## src/rtl/ecc_cls_pkg.sv

```systemverilog
package ecc_cls_pkg;

    typedef enum logic [1:0] {
        BEAT_CLEAN  = 2'd0,
        BEAT_SINGLE = 2'd1,
        BEAT_DOUBLE = 2'd2
    } beat_cls_e;

    localparam logic [7:0] OFS_SB_CNT = 8'h00;
    localparam logic [7:0] OFS_DB_CNT = 8'h04;
    localparam logic [7:0] OFS_RECORD = 8'h08;
    localparam logic [7:0] OFS_ADDR   = 8'h0C;
    localparam logic [7:0] OFS_CLEAR  = 8'h10;

    localparam int unsigned CLR_SB  = 0;
    localparam int unsigned CLR_DB  = 1;
    localparam int unsigned CLR_REC = 2;
    localparam int unsigned CLR_W   = 3;

endpackage

```

## src/rtl/ecc_lane_fold.sv

```systemverilog
module ecc_lane_fold
    import ecc_cls_pkg::*;
#(
    parameter int unsigned NUM_LANES = 4,
    parameter int unsigned IDX_W     = 2
) (
    input  logic                 valid,
    input  logic [NUM_LANES-1:0] sbe,
    input  logic [NUM_LANES-1:0] dbe,
    output beat_cls_e            cls,
    output logic [IDX_W-1:0]     lane_idx
);

    logic [NUM_LANES-1:0] sbe_m;
    logic [NUM_LANES-1:0] dbe_m;

    genvar g;
    generate
        for (g = 0; g < NUM_LANES; g++) begin : g_mask
            assign sbe_m[g] = valid & sbe[g];
            assign dbe_m[g] = valid & dbe[g];
        end
    endgenerate

    logic [IDX_W-1:0] sb_first;
    logic [IDX_W-1:0] db_first;

    always_comb begin
        sb_first = '0;
        db_first = '0;
        for (int i = NUM_LANES - 1; i >= 0; i--) begin
            if (sbe_m[i]) sb_first = IDX_W'(i);
            if (dbe_m[i]) db_first = IDX_W'(i);
        end
    end

    always_comb begin
        if (|dbe_m) begin
            cls      = BEAT_DOUBLE;
            lane_idx = db_first;
        end else if (|sbe_m) begin
            cls      = BEAT_SINGLE;
            lane_idx = sb_first;
        end else begin
            cls      = BEAT_CLEAN;
            lane_idx = '0;
        end
    end

endmodule

```

## src/rtl/ecc_sat_counter.sv

```systemverilog
module ecc_sat_counter #(
    parameter int unsigned CNT_W = 16
) (
    input  logic             clk,
    input  logic             rst_n,
    input  logic             inc,
    input  logic             clr,
    output logic [CNT_W-1:0] cnt
);

    typedef struct packed {
        logic [CNT_W-1:0] cnt;
    } cnt_state_t;

    cnt_state_t st_d, st_q;

    always_comb begin
        st_d = st_q;
        if (clr) begin
            st_d.cnt = '0;
        end else if (inc && (st_q.cnt != {CNT_W{1'b1}})) begin
            st_d.cnt = st_q.cnt + 1'b1;
        end
    end

    always_ff @(posedge clk or negedge rst_n) begin
        if (!rst_n) st_q <= '0;
        else        st_q <= st_d;
    end

    assign cnt = st_q.cnt;

endmodule

```

## src/rtl/ecc_err_log.sv

```systemverilog
module ecc_err_log
    import ecc_cls_pkg::*;
#(
    parameter int unsigned IDX_W  = 2,
    parameter int unsigned ADDR_W = 32
) (
    input  logic              clk,
    input  logic              rst_n,
    input  beat_cls_e         cls,
    input  logic [IDX_W-1:0]  lane_idx,
    input  logic [ADDR_W-1:0] addr,
    input  logic              clr,
    output logic              rec_valid,
    output logic              rec_dbl,
    output logic [IDX_W-1:0]  rec_lane,
    output logic [ADDR_W-1:0] rec_addr
);

    typedef struct packed {
        logic              valid;
        logic              dbl;
        logic [IDX_W-1:0]  lane;
        logic [ADDR_W-1:0] addr;
    } rec_state_t;

    rec_state_t st_d, st_q;
    logic       take;

    always_comb begin
        st_d = st_q;
        take = 1'b0;
        if (cls == BEAT_DOUBLE) begin
            take = 1'b1;
        end else if (cls == BEAT_SINGLE) begin
            take = !(st_q.valid && st_q.dbl) || clr;
        end
        if (clr && !take) begin
            st_d = '0;
        end else if (take) begin
            st_d.valid = 1'b1;
            st_d.dbl   = (cls == BEAT_DOUBLE);
            st_d.lane  = lane_idx;
            st_d.addr  = addr;
        end
    end

    always_ff @(posedge clk or negedge rst_n) begin
        if (!rst_n) st_q <= '0;
        else        st_q <= st_d;
    end

    assign rec_valid = st_q.valid;
    assign rec_dbl   = st_q.dbl;
    assign rec_lane  = st_q.lane;
    assign rec_addr  = st_q.addr;

endmodule

```

## src/rtl/ecc_apb_regs.sv

```systemverilog
module ecc_apb_regs
    import ecc_cls_pkg::*;
#(
    parameter int unsigned CNT_W  = 16,
    parameter int unsigned IDX_W  = 2,
    parameter int unsigned ADDR_W = 32
) (
    input  logic              psel,
    input  logic              penable,
    input  logic              pwrite,
    input  logic [7:0]        paddr,
    input  logic [31:0]       pwdata,
    output logic [31:0]       prdata,
    output logic              pready,
    input  logic [CNT_W-1:0]  sb_cnt,
    input  logic [CNT_W-1:0]  db_cnt,
    input  logic              rec_valid,
    input  logic              rec_dbl,
    input  logic [IDX_W-1:0]  rec_lane,
    input  logic [ADDR_W-1:0] rec_addr,
    output logic [CLR_W-1:0]  clr
);

    logic        wr_clear;
    logic [31:0] rec_word;

    assign wr_clear = psel && penable && pwrite && (paddr == OFS_CLEAR);
    assign pready   = 1'b1;

    genvar g;
    generate
        for (g = 0; g < CLR_W; g++) begin : g_clr
            assign clr[g] = wr_clear & pwdata[g];
        end
    endgenerate

    always_comb begin
        rec_word       = '0;
        rec_word[0]    = rec_valid;
        rec_word[1]    = rec_dbl;
        rec_word[11:4] = 8'(rec_lane);
    end

    always_comb begin
        prdata = '0;
        if (psel && !pwrite) begin
            case (paddr)
                OFS_SB_CNT: prdata = 32'(sb_cnt);
                OFS_DB_CNT: prdata = 32'(db_cnt);
                OFS_RECORD: prdata = rec_word;
                OFS_ADDR:   prdata = 32'(rec_addr);
                default:    prdata = '0;
            endcase
        end
    end

endmodule

```

## src/rtl/ecc_beat_classifier.sv

```systemverilog
module ecc_beat_classifier
    import ecc_cls_pkg::*;
#(
    parameter int unsigned NUM_LANES = 4,
    parameter int unsigned LANE_W    = 64,
    parameter int unsigned ADDR_W    = 32,
    parameter int unsigned CNT_W     = 16
) (
    input  logic                        clk,
    input  logic                        rst_n,
    input  logic                        in_valid,
    input  logic [NUM_LANES*LANE_W-1:0] in_data,
    input  logic [NUM_LANES-1:0]        in_sbe,
    input  logic [NUM_LANES-1:0]        in_dbe,
    input  logic [ADDR_W-1:0]           in_addr,
    output logic                        out_valid,
    output logic [NUM_LANES*LANE_W-1:0] out_data,
    output logic                        out_dbe,
    input  logic                        psel,
    input  logic                        penable,
    input  logic                        pwrite,
    input  logic [7:0]                  paddr,
    input  logic [31:0]                 pwdata,
    output logic [31:0]                 prdata,
    output logic                        pready
);

    localparam int unsigned IDX_W = (NUM_LANES > 1) ? $clog2(NUM_LANES) : 1;

    beat_cls_e         cls;
    logic [IDX_W-1:0]  lane_idx;
    logic [CLR_W-1:0]  clr;
    logic [CNT_W-1:0]  sb_cnt;
    logic [CNT_W-1:0]  db_cnt;
    logic              rec_valid;
    logic              rec_dbl;
    logic [IDX_W-1:0]  rec_lane;
    logic [ADDR_W-1:0] rec_addr;

    assign out_valid = in_valid;
    assign out_data  = in_data;
    assign out_dbe   = (cls == BEAT_DOUBLE);

    ecc_lane_fold #(.NUM_LANES(NUM_LANES), .IDX_W(IDX_W)) fold_i (
        .valid    (in_valid),
        .sbe      (in_sbe),
        .dbe      (in_dbe),
        .cls      (cls),
        .lane_idx (lane_idx)
    );

    ecc_sat_counter #(.CNT_W(CNT_W)) sb_cnt_i (
        .clk   (clk),
        .rst_n (rst_n),
        .inc   (cls == BEAT_SINGLE),
        .clr   (clr[CLR_SB]),
        .cnt   (sb_cnt)
    );

    ecc_sat_counter #(.CNT_W(CNT_W)) db_cnt_i (
        .clk   (clk),
        .rst_n (rst_n),
        .inc   (cls == BEAT_DOUBLE),
        .clr   (clr[CLR_DB]),
        .cnt   (db_cnt)
    );

    ecc_err_log #(.IDX_W(IDX_W), .ADDR_W(ADDR_W)) log_i (
        .clk       (clk),
        .rst_n     (rst_n),
        .cls       (cls),
        .lane_idx  (lane_idx),
        .addr      (in_addr),
        .clr       (clr[CLR_REC]),
        .rec_valid (rec_valid),
        .rec_dbl   (rec_dbl),
        .rec_lane  (rec_lane),
        .rec_addr  (rec_addr)
    );

    ecc_apb_regs #(.CNT_W(CNT_W), .IDX_W(IDX_W), .ADDR_W(ADDR_W)) regs_i (
        .psel      (psel),
        .penable   (penable),
        .pwrite    (pwrite),
        .paddr     (paddr),
        .pwdata    (pwdata),
        .prdata    (prdata),
        .pready    (pready),
        .sb_cnt    (sb_cnt),
        .db_cnt    (db_cnt),
        .rec_valid (rec_valid),
        .rec_dbl   (rec_dbl),
        .rec_lane  (rec_lane),
        .rec_addr  (rec_addr),
        .clr       (clr)
    );

endmodule

```

## config.mk

```make
export PLATFORM = sky130hd
export DESIGN_NAME = ecc_beat_classifier
export DESIGN_NICKNAME = d
export VERILOG_FILES = /design/src/rtl/ecc_cls_pkg.sv /design/src/rtl/ecc_lane_fold.sv /design/src/rtl/ecc_sat_counter.sv /design/src/rtl/ecc_err_log.sv /design/src/rtl/ecc_apb_regs.sv /design/src/rtl/ecc_beat_classifier.sv
export SDC_FILE = /design/constraint.sdc
export NUM_CORES = 1
export LEC_CHECK = 0
export ABC_AREA = 1
export BUFFER_PORTS_ARGS = -buffer_cell sky130_fd_sc_hd__buf_2
export CORE_AREA = 2 2 245 247
export DETAILED_ROUTE_END_ITERATION = 16
export DIE_AREA = 0 0 247 249
export PLACE_DENSITY = 0.38
export REMOVE_ABC_BUFFERS = 1
export SYNTH_ARGS = -nofsm -noshare
export SYNTH_HDL_FRONTEND = slang
export SYNTH_HIERARCHICAL = 1
export SYNTH_SLANG_ARGS = --single-unit
```

## constraint.sdc

```tcl
create_clock -name clk -period 1.5 [get_ports clk]
set_clock_uncertainty 0.1 [all_clocks]
set_input_delay 0.075 -clock clk [delete_from_list [all_inputs] [get_ports clk]]
set_output_delay 0.075 -clock clk [all_outputs]
set_load 0.1 [all_outputs]
```

==> Word level (Yosys, flattened, before mapping) <==
Index checks and enable logic that the tools add are counted.
{ "word_totals": {"regBits": 68, "out_inout_bits": 291, "elab_cells": 67} }
{ "op_classes": {"n_addsub": 2, "eq_ne": 8, "mux": 22, "bitwise": 11, "n_reduce_logical": 18} }
{ "op_table": {"columns": ["cell", "count"], "rows": [
  ["$pmux 32 s4", 1],
  ["$mux 36", 2],
  ["$mux 16", 4],
  ["$add 16x1->16 const B", 2],
  ["$mux 32", 1],
  ["$ne 16x16->1 const B", 2],
  ["$mux 2", 11],
  ["$eq 8x4->1 const B", 2],
  ["$and 1x1->1", 11],
  ["$eq 8x3->1 const B", 1],
  ["$eq 8x5->1 const B", 1],
  ["$logic_and 1x1->1", 8],
  ["$logic_not 8->1", 1],
  ["$reduce_or 4->1", 2],
  ["$reduce_bool 2->1", 3],
  ["$logic_not 1->1", 3],
  ["$mux 1", 3],
  ["$eq 2x1->1 const B", 1],
  ["$eq 2x2->1 const B", 1],
  ["$logic_or 1x1->1", 1]
]} }

==> Longest topological paths before layout <==
{ "logic_depth": {"ltp_word": 10, "depth_mapped": 13, "mapped_depth_nobuf": 11} }

==> Cells and area by module <==
Netlist, hierarchy kept.
{ "modules_own_cells": {"columns": ["module", "instances", "cells_per_inst", "area_per_inst_um2", "seq_area_each_um2"], "rows": [
  ["ecc_sat_counter", 2, 144, 1037.2, 400.4],
  ["ecc_beat_classifier", 1, 261, 1944.4, 0.0],
  ["ecc_err_log", 1, 162, 1535.2, 900.9],
  ["ecc_apb_regs", 1, 184, 852.1, 0.0],
  ["ecc_lane_fold", 1, 26, 183.9, 0.0]
]} }

==> Least setup slack after synthesis <==
No wires, ideal clock.
{ "synth_timing": {"path_kind": "input -> register", "from": "in in_valid", "to": "reg db_cnt_i.st_q (netlist bit db_cnt_i/cnt[2])", "setup_ns": 0.066, "arrival_ns": 2.595, "required_time_ns": 1.334, "slack_ns": -1.262, "cell_stages": 10, "path_cell_list": "buf_6 -> nand2_2 -> nand4_2 -> a21oi_2 -> nor2_1 -> inv_1 -> nor2_1 -> buf_2 -> nand4_1 -> nand2_1"} }
{ "synth_between": {"word_cells_on_any_way": 15} }
{ "synth_lines": {"columns": ["element", "line_no", "rtl"], "rows": [
  ["start, declared", "ecc_beat_classifier.sv:11", "input logic in_valid,"],
  ["$and 1x1->1", "ecc_lane_fold.sv:21", "assign dbe_m[g] = valid & dbe[g];"],
  ["$reduce_or 4->1 *", "ecc_lane_fold.sv:38", "if (|dbe_m) begin"],
  ["$mux 2 *", "ecc_lane_fold.sv:38", null],
  ["net cls[1]", "ecc_beat_classifier.sv:30", "beat_cls_e cls;"],
  ["$eq 2x2->1 *", null, null],
  ["net out_dbe", "ecc_beat_classifier.sv:18", "output logic out_dbe,"],
  ["$logic_and 1x1->1 *", "ecc_sat_counter.sv:21", "end else if (inc && (st_q.cnt != {CNT_W{1'b1}})) begin"],
  ["$reduce_bool 2->1 (no line) *", null, null],
  ["end signal, assigned", "ecc_sat_counter.sv:28", "else st_q <= st_d;"],
  ["end, declared", "ecc_sat_counter.sv:15", "cnt_state_t st_d, st_q;"]
]} }
The timed path passes the listed nets; every way through them passes the cells marked *.
A chain may end at the register's enable or synchronous reset.

==> Worst setup path in the final report <==
{ "layout_timing": {"from": "reg db_cnt_i.st_q (netlist bit db_cnt_i/cnt[1])", "to": "reg db_cnt_i.st_q (netlist bit db_cnt_i/cnt[4])"} }
{ "layout_between": {"elab_chain_len": 3, "word_cells_on_any_way": 6} }
{ "layout_rtl": {"columns": ["element", "line_no"], "rows": [
  ["$add 16x1->16 / $ne 16x16->1 (equally long branches)", "ecc_sat_counter.sv:22, ecc_sat_counter.sv:21"],
  ["$mux 16 / $logic_and 1x1->1 (equally long branches)", "ecc_sat_counter.sv:21"],
  ["$mux 16 / $reduce_bool 2->1 (equally long branches)", null]
]} }
Several ways; a longest one is shown, not always the timed one. The select of a mux whose other input is x is not followed.

==> run_results.csv <==
group,metric,value,unit
min_path,min-delay-path-class,"in -> out",
cells_and_area,post_route_cells_drive_above_1_share,46.2,%
global_route,number_of_antenna_violations_at_the_first_check_in_global_routing,1,
timing,post-route-period-util,107,%
synth,post-synth-top-area-cell,"buf_4",
detailed_routing,drt-initial-drc-count,498,
timing,finalSetupViolations,46,
synth,ys_seq_area_share,25.8,%
synth,ys_dominant_reg_cell,"dfrtp_1",
floorplanning,die_height,249,um
detailed_routing,detailedRoute.firstPassIterationCount,4,
critical_path,crit-reg2reg-capture,"db_cnt_i/cnt[4]",
critical_path,reg2regPathDepth,9,
clock_tree,cts.sinks,68,
detailed_routing,ant_nets,0,
min_path,worstHoldPathCells,0,
critical_path,critPathSlowestCell,"dfrtp_1",
place,gp_congestion,1.34,
critical_path,worst_ep_required_time,1640,ps
global_route,grt_start_max_net_pins,69,
outcome,status,"finished with violations",
synth,top_area_cells_in_the_synthesized_netlist,"buf_4 30%, dfrtp_1 26%, nand2_1 14%",
critical_path,category_of_cells_accounting_for_the_largest_share_of_critical_path_delay,"simple AND/OR/NAND/NOR gates",
global_route,vias_in_the_first_global_route,5610,
power_and_ir_drop,share_clk_of_total_power,38.9,%
detailed_routing,drc_errors,0,
cells_and_area,antenna_cells,0,
power_and_ir_drop,swShare,31.7,%
detailed_routing,num_vias,6243,
synth,synth.cell_area,0.00659,mm^2
critical_path,origin_of_the_critical_flop_to_flop_path,"db_cnt_i/cnt[1]",
synth,postSynth.asyncResetShare,100,%
synth,synth.most_common_cell,"buf_4",
clock_tree,clk_root_buffer_cell,"clkbuf_16",
critical_path,worst-r2r-setup-slack,-110,ps
place,placement.io_buffers,90,
min_path,hp-start,"in_data[34]",
synth,synth-edff-count,0,
global_route,grt_pass1_wl,102,mm
min_path,worst_hold_path.endpoint,"out_data[34]",
floorplanning,die_width,247,um
synth,count_of_different_cell_masters_after_synthesis,34,
timing,timing.hold.ws,54.6,ps
critical_path,critical_path_buf_inv_count,1,
place,total_half_perimeter_wirelength_after_legalization_and_detailed_placement,84.5,mm
synth,yosys.area.top_type_share,30.0,%
clock_tree,cts-buffers-inserted,9,
floorplanning,std_cell_rows,89,
floorplanning,design.portCount,633,
critical_path,crit_path_cell_trace,"ha_4, nand2_4, nor2_4, nand2_4, o21ai_4, nand2_4, buf_6, nand2_2, nand2_1",
detailed_routing,drt_wirelength,90.8,mm
power_and_ir_drop,leak_pwr,3.97,nW
global_route,globalRouteOverflowTotal,0,
clock_tree,cts_tree,"yes",
power_and_ir_drop,powerDensity,793,mW/mm^2
clock_tree,insertion_delay,350,ps
critical_path,cp-end-kind,"flop",
synth,post_synth_most_frequent_cells,"263 x buf_4, 243 x nand2_1, 77 x nand3_1",
clock_tree,path_clk_slew,60,ps
synth,syn-mean-instance-area,7.16,um^2
critical_path,timing.critical_path.arrival,1750,ps
critical_path,path_common_cell,"nand2_4",
power_and_ir_drop,combPwrFrac,27.8,%
timing,post_route_minimum_period,1610,ps
floorplanning,core_area,0.0587,mm^2
timing,report.final.hold_viol_count,0,
critical_path,slowest_cell_delay_on_critical_path,420,ps
critical_path,timing_worst_setup_path_type,"reg -> reg",
power_and_ir_drop,seq_power_share,33.3,%
timing,clock.fmax,621,MHz
floorplanning,effective_utilization_at_floorplan,11.2,%
floorplanning,die-area,0.0615,mm^2
critical_path,critical_path_peak_fanout,5,
detailed_routing,avgRoutedWirePerCell,54.4,um
clock_tree,max-clock-path-buffers,2,
synth,synth_seq_cells,68,
clock_tree,cts-htree-levels,3,
cells_and_area,area_growth,35.3,%
synth,yosysWarningCount,6,
cells_and_area,finish.net_count,1235,
cells_and_area,post-route-util,15.2,%
critical_path,crit_path_start_kind,"flop",
timing,finalWorstSetupSlack,-110,ps
power_and_ir_drop,peakVddDrop,0.569,mV
global_route,global_route.usage.total,28.4,%
flow_run,timing.max_cap.violations,0,
synth,synthesized_instance_count,921,
power_and_ir_drop,internal_power,4.83,mW
outcome,failed_checks,"negative setup slack",
power_and_ir_drop,power.switching,2.24,mW
detailed_routing,average_via_count_per_standard_cell,3.74,
timing,setup_repair_after_global_routing_missed_its_margin,"true",
timing,final_max_slew_viol_count,0,
==> cell usage in the layout (no fill, tap or decap), types with 5 or more instances in the layout <==
master         synthesis  routed
clkbuf_16              0      13
nand4_1               53      53
xor2_1                 6       6
inv_2                  5      19
nand3_1               77      49
dfrtp_1               68      64
buf_12                 2      44
nor2_2                 3      12
nor2_1                63      32
buf_6                  9      26
nand3_2                2      26
buf_4                263      83
nand2_4                9      20
inv_1                 48      32
buf_2                 11      55
nor2_4                 7      29
nand2_1              243     191
o21ai_1                2       5
dlygate4sd3_1          0      33
nand2_2               12      51
==> repair_timing <==
action                                  CTS  global route
pin swaps                                26            51
hold endpoints to repair                100             0
hold buffers                             33             0
gates cloned                              0             8
buffers inserted                         10            12
endpoints found under the setup margin   64            63
gates resized for setup                  63           165
==> sequential cells by signal (all words and copies together) (netlist names) <==
register	count
log_i/rec_addr	32
db_cnt_i/cnt	16
sb_cnt_i/cnt	16
log_i/rec_lane	2
log_i/rec_dbl	1
log_i/rec_valid	1
==> per-stage QoR <==
| step | instances | setup TNS (ps) | instance area, um^2 | worst slack (ps) | power [mW] |
|---|---|---|---|---|---|
| after floorplan | 633 | -50040 | 4410 | -1240 | 3.06 |
| after global routing | 1669 | -5390 | 8910 | -177 | 7.45 |
| final | 1669 | -1790 | 8910 | -110 | 7.07 |
| after detailed placement | 1591 | -19400 | 7160 | -321 | 3.82 |
| after CTS | 1649 | -2040 | 8090 | -92.0 | 6.80 |
| after global placement | 1591 | -18750 | 7160 | -325 | 3.82 |
==> cell families after synthesis <==
logic type | share of synthesized area, %
simple gates | 34.0
flops | 25.8
xor+xnor | 1.33
compound gates | 1.99
other cells | 0.0569
buf+inv | 36.4
fa+ha+maj | 0.380
==> layer usage <==
| metal | vias to the layer above | global-route usage [%] | share of wire [%] |
|---|---|---|---|
| met2 | 789 | 51.4 | 51 |
| met1 | 2809 | 9.11 | 11 |
| met5 | - | 2.23 | 0.23 |
| li1 | 2597 | - | - |
| met4 | 10 | 6.71 | 2.5 |
| met3 | 38 | 46.5 | 34 |
==> power groups by stage <==
stage	sequential (mW)	clock [mW]	combinational, mW
after detailed placement	2.35	0	1.48
after CTS	2.32	2.83	1.65
after global routing	2.39	2.90	2.16
after floorplan	2.33	0	0.729
after global placement	2.35	0	1.48
final	2.35	2.75	1.97
==> cell type report <==
class | count | area [um^2]
fill | 6659 | 49800
clock buffer | 9 | 225
timing repair buffer | 245 | 2500
clock inverter | 7 | 146
inverter | 56 | 255
tap | 773 | 967
sequential | 68 | 1710
multi-input combinational | 509 | 3090
timing repair inverter | 2 | 22.5
==> worst max-delay path by stage <==
stage	from	endpoint	cells after the start
floorplan	in_sbe[2]	db_cnt_i/cnt[10]	7
global placement	paddr[1]	sb_cnt_i/cnt[9]	10
global route	db_cnt_i/cnt[1]	db_cnt_i/cnt[4]	9
finish	db_cnt_i/cnt[1]	db_cnt_i/cnt[4]	9
CTS	db_cnt_i/cnt[1]	prdata[1]	6
detailed placement	in_valid	db_cnt_i/cnt[10]	13
Power figures use the tool's default switching activity.
